## config.mk

```make
export PLATFORM = sky130hd
export DESIGN_NAME = i2c_regport
export DESIGN_NICKNAME = d
export VERILOG_FILES = /design/src/rtl/i2c_regport_pkg.sv /design/src/rtl/i2c_line_filter.sv /design/src/rtl/i2c_bus_events.sv /design/src/rtl/i2c_target_ctrl.sv /design/src/rtl/i2c_regport.sv
export SDC_FILE = /design/constraint.sdc
export NUM_CORES = 1
export LEC_CHECK = 0
export BUFFER_PORTS_ARGS = -buffer_cell sky130_fd_sc_hd__clkbuf_2
export CAP_MARGIN = 20
export CORE_ASPECT_RATIO = 0.75
export CORE_MARGIN = 2
export CORE_UTILIZATION = 55
export DETAILED_ROUTE_END_ITERATION = 6
export HOLD_SLACK_MARGIN = 0.1
export PLACE_DENSITY = 0.75
export SYNTH_ARGS = -nofsm -noshare
export SYNTH_HDL_FRONTEND = slang
export SYNTH_SLANG_ARGS = --single-unit
export TNS_END_PERCENT = 1
```

## constraint.sdc

```tcl
create_clock -name clk -period 5 [get_ports clk]
set_input_delay 1 -clock clk [delete_from_list [all_inputs] [get_ports clk]]
set_output_delay 1 -clock clk [all_outputs]
set_load 0.005 [all_outputs]
```

## src/rtl/i2c_regport_pkg.sv

```systemverilog
package i2c_regport_pkg;
  localparam int BYTE_W = 8;

  typedef enum logic [3:0] {
    ST_IDLE,
    ST_ADDR,
    ST_ADDR_ACK,
    ST_IDX,
    ST_IDX_ACK,
    ST_WR,
    ST_WR_ACK,
    ST_RD,
    ST_RD_ACK,
    ST_SKIP
  } tgt_state_e;
endpackage

```

## src/rtl/i2c_line_filter.sv

```systemverilog
module i2c_line_filter #(
  parameter int FILT_LEN = 3
) (
  input  logic clk,
  input  logic rst,
  input  logic din,
  output logic dout
);
  localparam int CW = $clog2(FILT_LEN + 1);

  logic [1:0]    sync_q;
  logic [CW-1:0] run_q;

  always_ff @(posedge clk) begin
    if (rst) begin
      sync_q <= 2'b11;
      dout   <= 1'b1;
      run_q  <= '0;
    end else begin
      sync_q <= {sync_q[0], din};
      if (sync_q[1] == dout) begin
        run_q <= '0;
      end else if (run_q == CW'(FILT_LEN - 1)) begin
        dout  <= sync_q[1];
        run_q <= '0;
      end else begin
        run_q <= run_q + 1'b1;
      end
    end
  end
endmodule

```

## src/rtl/i2c_bus_events.sv

```systemverilog
module i2c_bus_events (
  input  logic clk,
  input  logic rst,
  input  logic scl_f,
  input  logic sda_f,
  output logic scl_rise,
  output logic scl_fall,
  output logic start_ev,
  output logic stop_ev
);
  logic scl_q, sda_q;

  always_ff @(posedge clk) begin
    if (rst) begin
      scl_q <= 1'b1;
      sda_q <= 1'b1;
    end else begin
      scl_q <= scl_f;
      sda_q <= sda_f;
    end
  end

  assign scl_rise = scl_f & ~scl_q;
  assign scl_fall = ~scl_f & scl_q;
  assign start_ev = scl_f & scl_q & sda_q & ~sda_f;
  assign stop_ev  = scl_f & scl_q & ~sda_q & sda_f;
endmodule

```

## src/rtl/i2c_target_ctrl.sv

```systemverilog
module i2c_target_ctrl
  import i2c_regport_pkg::*;
#(
  parameter logic [6:0] DEV_ADDR = 7'h2A,
  parameter int         PTR_W    = 7,
  parameter logic [PTR_W-1:0] BUF_ADDR = 7'h3E
) (
  input  logic              clk,
  input  logic              rst,
  input  logic              sda_f,
  input  logic              scl_rise,
  input  logic              scl_fall,
  input  logic              start_ev,
  input  logic              stop_ev,
  input  logic              startup_done,
  input  logic [BYTE_W-1:0] reg_rdata,
  input  logic [BYTE_W-1:0] fifo_data,
  output logic              sda_oe,
  output logic              reg_we,
  output logic [PTR_W-1:0]  reg_addr,
  output logic [BYTE_W-1:0] reg_wdata,
  output logic              fifo_pop
);
  localparam int CNT_W = $clog2(BYTE_W + 1);

  tgt_state_e        state;
  logic [CNT_W-1:0]  bit_cnt;
  logic [BYTE_W-1:0] rx_sh, tx_sh;
  logic              rd_mode, host_ack;
  logic              at_buf;
  logic [BYTE_W-1:0] next_tx;

  assign at_buf  = (reg_addr == BUF_ADDR);
  assign next_tx = at_buf ? fifo_data : reg_rdata;

  always_ff @(posedge clk) begin
    if (rst) begin
      state     <= ST_IDLE;
      bit_cnt   <= '0;
      rx_sh     <= '0;
      tx_sh     <= '0;
      rd_mode   <= 1'b0;
      host_ack  <= 1'b0;
      sda_oe    <= 1'b0;
      reg_we    <= 1'b0;
      reg_addr  <= '0;
      reg_wdata <= '0;
      fifo_pop  <= 1'b0;
    end else begin
      reg_we   <= 1'b0;
      fifo_pop <= 1'b0;
      if (reg_we && !at_buf) reg_addr <= reg_addr + 1'b1;

      if (stop_ev) begin
        state  <= ST_IDLE;
        sda_oe <= 1'b0;
      end else if (start_ev) begin
        state   <= ST_ADDR;
        bit_cnt <= '0;
        sda_oe  <= 1'b0;
      end else begin
        case (state)
          ST_ADDR, ST_IDX, ST_WR: begin
            if (scl_rise) begin
              rx_sh   <= {rx_sh[BYTE_W-2:0], sda_f};
              bit_cnt <= bit_cnt + 1'b1;
            end else if (scl_fall && bit_cnt == CNT_W'(BYTE_W)) begin
              bit_cnt <= '0;
              if (state == ST_ADDR) begin
                if (rx_sh[BYTE_W-1:1] == DEV_ADDR && startup_done) begin
                  sda_oe  <= 1'b1;
                  rd_mode <= rx_sh[0];
                  state   <= ST_ADDR_ACK;
                end else begin
                  state <= ST_SKIP;
                end
              end else begin
                sda_oe <= 1'b1;
                state  <= (state == ST_IDX) ? ST_IDX_ACK : ST_WR_ACK;
              end
            end
          end
          ST_ADDR_ACK: if (scl_fall) begin
            if (rd_mode) begin
              tx_sh    <= next_tx;
              sda_oe   <= ~next_tx[BYTE_W-1];
              fifo_pop <= at_buf;
              state    <= ST_RD;
            end else begin
              sda_oe <= 1'b0;
              state  <= ST_IDX;
            end
          end
          ST_IDX_ACK: if (scl_fall) begin
            sda_oe   <= 1'b0;
            reg_addr <= rx_sh[PTR_W-1:0];
            state    <= ST_WR;
          end
          ST_WR_ACK: if (scl_fall) begin
            sda_oe    <= 1'b0;
            reg_we    <= 1'b1;
            reg_wdata <= rx_sh;
            state     <= ST_WR;
          end
          ST_RD: if (scl_fall) begin
            if (bit_cnt == CNT_W'(BYTE_W - 1)) begin
              sda_oe  <= 1'b0;
              bit_cnt <= '0;
              state   <= ST_RD_ACK;
            end else begin
              tx_sh   <= {tx_sh[BYTE_W-2:0], 1'b0};
              sda_oe  <= ~tx_sh[BYTE_W-2];
              bit_cnt <= bit_cnt + 1'b1;
            end
          end
          ST_RD_ACK: begin
            if (scl_rise) begin
              host_ack <= ~sda_f;
              if (!sda_f && !at_buf) reg_addr <= reg_addr + 1'b1;
            end else if (scl_fall) begin
              if (host_ack) begin
                tx_sh    <= next_tx;
                sda_oe   <= ~next_tx[BYTE_W-1];
                fifo_pop <= at_buf;
                state    <= ST_RD;
              end else begin
                state <= ST_SKIP;
              end
            end
          end
          default: ;
        endcase
      end
    end
  end
endmodule

```

## src/rtl/i2c_regport.sv

```systemverilog
module i2c_regport
  import i2c_regport_pkg::*;
#(
  parameter logic [6:0] DEV_ADDR = 7'h2A,
  parameter logic [6:0] BUF_ADDR = 7'h3E,
  parameter int         FILT_LEN = 3
) (
  input  logic       clk,
  input  logic       rst,
  input  logic       scl_i,
  input  logic       sda_i,
  output logic       sda_oe,
  input  logic       startup_done,
  output logic       reg_we,
  output logic [6:0] reg_addr,
  output logic [7:0] reg_wdata,
  input  logic [7:0] reg_rdata,
  output logic       fifo_pop,
  input  logic [7:0] fifo_data
);
  localparam int N_LINES = 2;

  logic [N_LINES-1:0] lines_raw, lines_f;
  logic scl_f, sda_f;
  logic scl_rise, scl_fall, start_ev, stop_ev;

  assign lines_raw = {sda_i, scl_i};

  for (genvar g = 0; g < N_LINES; g++) begin : g_filt
    i2c_line_filter #(.FILT_LEN(FILT_LEN)) u_filt (
      .clk  (clk),
      .rst  (rst),
      .din  (lines_raw[g]),
      .dout (lines_f[g])
    );
  end

  assign scl_f = lines_f[0];
  assign sda_f = lines_f[1];

  i2c_bus_events u_ev (
    .clk      (clk),
    .rst      (rst),
    .scl_f    (scl_f),
    .sda_f    (sda_f),
    .scl_rise (scl_rise),
    .scl_fall (scl_fall),
    .start_ev (start_ev),
    .stop_ev  (stop_ev)
  );

  i2c_target_ctrl #(
    .DEV_ADDR (DEV_ADDR),
    .PTR_W    (7),
    .BUF_ADDR (BUF_ADDR)
  ) u_ctrl (
    .clk          (clk),
    .rst          (rst),
    .sda_f        (sda_f),
    .scl_rise     (scl_rise),
    .scl_fall     (scl_fall),
    .start_ev     (start_ev),
    .stop_ev      (stop_ev),
    .startup_done (startup_done),
    .reg_rdata    (reg_rdata),
    .fifo_data    (fifo_data),
    .sda_oe       (sda_oe),
    .reg_we       (reg_we),
    .reg_addr     (reg_addr),
    .reg_wdata    (reg_wdata),
    .fifo_pop     (fifo_pop)
  );
endmodule

```

### Yosys cells after proc, flatten, opt, wreduce, memory -nomap -nowiden

Index checks and enable logic that the tools add are counted.

| storage, ports and cells | value |
|---|---|
| register bits after elaboration | 55 |
| input port bits | 21 |

| operators by class | value |
|---|---|
| add/subtract/negate cells | 4 |
| equal/unequal tests | 37 |
| multiplexer cells | 57 |
| bitwise logic cells | 19 |
| reductions and logical operators | 28 |

Operator list:

| operator | number |
|---|---|
| $mux 7 | 13 |
| $mux 4 | 16 |
| $pmux 7 s3 | 1 |
| $eq 4x3->1 const B | 5 |
| $pmux 4 s5 | 1 |
| $reduce_and 10->1 | 2 |
| $mux 1 | 19 |
| $reduce_and 9->1 | 2 |
| $ne 2x1->1 const B | 8 |
| $reduce_and 4->1 | 4 |
| $ne 3x2->1 const B | 5 |
| $eq 7x6->1 const B | 2 |
| $pmux 7 s2 | 1 |
| $not 1->1 | 12 |
| $reduce_or 3->1 | 4 |
| $ne 3x3->1 const B | 3 |
| $eq 4x2->1 const B | 2 |
| $eq 4x4->1 const B | 2 |
| $mux 8 | 1 |
| $pmux 4 s2 | 1 |
| $add 7x1->7 const B | 1 |
| $and 1x1->1 | 7 |
| $reduce_and 7->1 | 1 |
| $ne 2x2->1 const B | 3 |
| other kinds (19) | 29 |

### Logic depth before layout (Yosys ltp)

| depth | value |
|---|---|
| depth in word-level cells | 9 |
| depth in mapped cells | 8 |

### Cells and area by module

A second synthesis with hierarchy kept.

| second synthesis, totals | value |
|---|---|
| cells, all modules | 371 |
| area, all modules | 3155.5 sq um |

Modules (own cells, without submodules):

| module | times used | cells an instance | area an instance (sq um) | seq. area each (sq um) |
|---|---|---|---|---|
| i2c_target_ctrl | 1 | 335 | 2737.6 | 860.8 |
| i2c_line_filter | 2 | 14 | 166.4 | 100.1 |
| i2c_bus_events | 1 | 8 | 85.1 | 40.0 |

### Worst setup path before layout

No wires, ideal clock.

| timing path | value |
|---|---|
| kind | input-to-reg |
| start | in startup_done |
| end | reg u_ctrl.state[3] |
| library setup time | 123 ps |
| arrival | 2116 ps |
| data required time | 4877 ps |
| path slack | 2761 ps |
| stages | 5 |
| buffers on the path | 0 |
| cells stage by stage | or4bb_1 o211ai_1 and4b_1 nor3b_1 nor3_1 |

| on the way | value |
|---|---|
| word-level cells in the longest chain between the ends | 6 |

RTL lines:

| item | RTL line | source |
|---|---|---|
| from (decl) | i2c_regport.sv:13 | `input logic startup_done,` |
| $logic_and 1x1->1 | i2c_target_ctrl.sv:70 | `if (rx_sh[BYTE_W-1:1] == DEV_ADDR && startup_done) begin` |
| $mux 4 | i2c_target_ctrl.sv:70 |  |
| $mux 4 | i2c_target_ctrl.sv:69 | `if (state == ST_ADDR) begin` |
| $mux 4 | i2c_target_ctrl.sv:67 | `end else if (scl_fall && bit_cnt == CNT_W'(BYTE_W)) begin` |
| $mux 4 | i2c_target_ctrl.sv:64 | `if (scl_rise) begin` |
| $pmux 4 s5 | i2c_target_ctrl.sv:62 | `case (state)` |
| to (signal assigned) | i2c_target_ctrl.sv:79 | `state <= (state == ST_IDX) ? ST_IDX_ACK : ST_WR_ACK;` |
| to (decl) | i2c_target_ctrl.sv:26 | `tgt_state_e state;` |

No other way between the ends. The select of a mux whose other input is x is not followed.
A chain may end at the register's enable or synchronous reset.

### Worst setup path after layout

| timing path | value |
|---|---|
| start | reg u_ctrl.reg_addr[0] |
| end | reg u_ctrl.reg_addr[0] |

| on the way | value |
|---|---|
| word-level cells in the longest chain between the ends | 9 |
| elaborated cells between the ends (all ways) | 12 |
| classes of those cells | 1 x add/sub; 1 x eq/ne; 7 x mux; 3 x reduce/logical |

RTL lines:

| item | RTL line | source |
|---|---|---|
| from (decl) | i2c_target_ctrl.sv:20 | `output logic [PTR_W-1:0] reg_addr,` |
| from (signal assigned) | i2c_target_ctrl.sv:52 | `if (reg_we && !at_buf) reg_addr <= reg_addr + 1'b1;` |
| from (signal assigned) | i2c_target_ctrl.sv:96 | `reg_addr <= rx_sh[PTR_W-1:0];` |
| from (signal assigned) | i2c_target_ctrl.sv:119 | `if (!sda_f && !at_buf) reg_addr <= reg_addr + 1'b1;` |
| branches (longest 8 deep; another with $add 7x1->7) | n/a |  |
| $mux 7 (*) | i2c_target_ctrl.sv:54 | `if (stop_ev) begin` |

Every way passes the cells marked *.

==> reports/qor.csv <==
stage;metric;value;unit
clock_network;root_buffer;clkbuf_8;
power_and_ir_drop;seq_power_share;60.1;%
final_layout;antenna_cells;0;
synth;ys_types;70;
die;start_util;57.2;%
global_route;grt_use_total;24.3;%
synth;syn_nets;421;
sta;fmax;416;MHz
power_and_ir_drop;p_int;567;uW
worst_hold_path;whs_path_depth;1;
final_layout;multi_input_area;0.00202;sq mm
global_route;antenna_found_initial;0;
final_layout;finish.net_count;438;
synth;synth_area_leader_cell;dfxtp_1;
synth;yosysWarnings;0;
worst_setup_path;critical_path_required;5210;ps
synth;synth.most_common_cell;dfxtp_1;
sta;setup_violations;0;
worst_setup_path;crit_buf_inv;1;
global_route;grt_max_degree;44;
placed_design;dp_hpwl;5.68;mm
synth;synth_edf_count;0;
power_and_ir_drop;power_density;206;mW/mm^2
routing;drt_pass1_iterations;6;
routing;route.detailed.drc;0;
worst_setup_path;r2r_start;u_ctrl.reg_addr[0];
sta;finClkSkew;7.38;ps
final_layout;regArea;0.00110;sq mm
clock_network;clk_pin_slew;100;ps
worst_setup_path;cp_slowest_stage_delay;610;ps
status;outcome;finished clean;
synth;ys.flop_type;dfxtp_1;
clock_network;cts_buffers;5;
synth;synthTopCellsByArea;dfxtp_1 33%, mux2i_1 9.0%, nor2_1 6.0%, a21oi_1 2.9%, nand3_1 2.4%;
sta;drv_slew;0;
synth;ys_seq_elements;55;
power_and_ir_drop;clockPowerShare;36.9;%
die;die_area;0.00671;sq mm
global_route;overflow;0;
die;core;0.00583;sq mm
sta;whs;418;ps
synth;synth_common_cells;55 x dfxtp_1, 53 x nor2_1, 30 x mux2i_1, 19 x a21oi_1;
sta;rsz0062_at_grt;no;
clock_network;clock-sinks;55;
worst_setup_path;critical_path_class;flip-flop to flip-flop;
worst_setup_path;reg2regPathDepth;7;
worst_setup_path;critical_path.top_delay_family;simple AND/OR/NAND/NOR gates;
routing;ant_nets;0;
worst_setup_path;path_cells;inv_1, ha_1, nor2b_1, a21boi_1, nor4_1, o31ai_1, a221oi_1;
sta;worstMarginPinSlew;898;ps
routing;vias_per_cell;6.12;
global_route;grt_pass1_wl;13.0;mm
worst_setup_path;rrSetupSlack;2600;ps
synth;synth_top_area_share;33.0;%
synth;synth.yosys.seq_area_share;33.0;%
synth;syn-instance-count;394;
worst_setup_path;startpoint;u_ctrl.reg_addr[0];
worst_setup_path;r2r_end;u_ctrl.reg_addr[0];
sta;min_period_over_period;48.1;%
die;num_rows;24;
worst_setup_path;crit_arrival;2620;ps
final_layout;synthToLayoutAreaGrowth;6.83;%
synth;avgSynthCellArea;8.46;sq um
power_and_ir_drop;leakage;1.44;nW
routing;detail_route.wl_per_cell;16.2;um
worst_hold_path;hold_path_class;flip-flop to flip-flop;
clock_network;htree_levels;2;
die;fp.dieH;71.4;um
final_layout;layout-drive-gt1-share;14.8;%
routing;initialDrtViolationCount;240;
global_route;grt_pass1_vias;2566;
worst_setup_path;critical_path.max_fanout;10;
worst_hold_path;hold_end;g_filt[0].u_filt.run_q[0];
synth;async_flop_share;0;%
placed_design;port_buffers;38;
synth;syn_area;0.00333;sq mm
worst_setup_path;critPathSlowestCell;nor2b_1;
final_layout;num-fill-cells;515;
sta;hold_viol;0;
sta;relSlewSlack;40.0;%
die;io_pins;39;
flow_run;drv_cap;0;
placed_design;gp_congestion;0.925;
worst_hold_path;hold_start;g_filt[0].u_filt.run_q[0];
clock_network;clockBufferDepth;2;
worst_setup_path;end_kind;flip-flop;
clock_network;cts_tree;built;
worst_setup_path;cp-start-kind;flip-flop;
clock_network;clock_latency;320;ps
sta;finalSetupTns;0;ps
power_and_ir_drop;switching_share;22.8;%
die;fp.dieW;93.9;um
sta;layout_min_cycle_time;2400;ps
clock_network;cts_hold_buf;0;
power_and_ir_drop;ir_worst_vdd;0.000133;V
power_and_ir_drop;p_switching;167;uW
worst_setup_path;worst-path-stages;7;
clock_network;post_cts_resized;0;
routing;wirelength;7.95;mm
clock_network;post_cts_buffers;0;
routing;vias;3000;
power_and_ir_drop;combPwrFrac;3.0;%
## state kept, by name, indices dropped and copies added (netlist names)
register and flops:
u_ctrl.sda_oe 1, u_ctrl.fifo_pop 1, u_ctrl.rx_sh 8, u_ctrl.reg_we 1, g_filt.u_filt.sync_q 4, u_ctrl.host_ack 1
u_ctrl.state 4, g_filt.u_filt.dout 2, u_ctrl.reg_wdata 8, u_ctrl.tx_sh 7, u_ctrl.rd_mode 1, g_filt.u_filt.run_q 4
u_ctrl.reg_addr 7, u_ev.scl_q 1, u_ev.sda_q 1, u_ctrl.bit_cnt 4
## cell families after synthesis
| family | synth area share (%) |
|---|---|
| XOR/XNOR | 2.10 |
| AO/OA/AOI/OAI | 20.1 |
| buffers and inverters | 6.27 |
| AND/OR/NAND/NOR | 26.5 |
| adder cells (fa/ha/maj) | 2.25 |
| multiplexers | 9.68 |
| flip-flops | 33.0 |
## metal layers
| layer | track usage (%) | share of wire, % |
|---|---|---|
| met5 | 0 | 0 |
| met4 | 4.35 | 0.69 |
| met3 | 5.05 | 7.7 |
| met2 | 34.8 | 42 |
| met1 | 38.1 | 49 |
## power groups by stage
stage          Sequential, mW  Clock, mW  Combinational, mW
6_report                0.441      0.271             0.0223
5_1_grt                 0.441      0.294             0.0252
4_1_cts                 0.441      0.274             0.0223
3_5_place_dp            0.451          0             0.0222
3_3_place_gp            0.451          0             0.0219
2_1_floorplan           0.451          0             0.0126
## layout by cell type, fill, tap and decap left out, drive strengths merged, types with 3 or more instances in the layout
master   count
a2111oi      3
a211o        6
a211oi       6
a21oi       19
a31oi        7
and2         4
and3         3
and3b        3
clkbuf      44
dfxtp       55
ha           6
inv         15
mux2i       30
nand2       17
nand2b      10
nand3       16
nand4b       3
nor2        53
nor2b        5
nor3         5
nor3b        5
nor4         4
o211ai       3
o21ai       20
o221ai       4
or2          9
or3          7
xnor2        6
## stage by stage
stage / power [mW] / instance area, sq um / setup slack (ps) / instances / util (%)
global placement: 0.473 / 3460 / 2380 / 482 / 59.4
finish: 0.734 / 3560 / 2600 / 490 / 61.1
floorplan: 0.463 / 3330 / 2760 / 394 / -
CTS: 0.737 / 3560 / 2620 / 490 / 61.1
detailed placement: 0.473 / 3460 / 2350 / 482 / 59.4
global route: 0.760 / 3560 / 2420 / 490 / 61.1
## how the worst max path moves through the flow
| stage | to | slack (ps) |
|---|---|---|
| floorplan | u_ctrl.state[3] | 2760 |
| global placement | u_ctrl.reg_addr[4] | 2380 |
| detailed placement | u_ctrl.reg_addr[4] | 2350 |
| CTS | u_ctrl.bit_cnt[1] | 2620 |
| global route | u_ctrl.reg_addr[0] | 2420 |
| finish | u_ctrl.reg_addr[0] | 2600 |
## cell type report
cell class	count	area share [%]
Multi-Input combinational cell	298	56.8
Sequential cell	55	30.9
Timing Repair Buffer	38	5.34
Tap cell	78	2.74
Clock buffer	6	2.32
Inverter	13	1.37
Clock inverter	2	0.492
(Power assumes the default switching activity.)
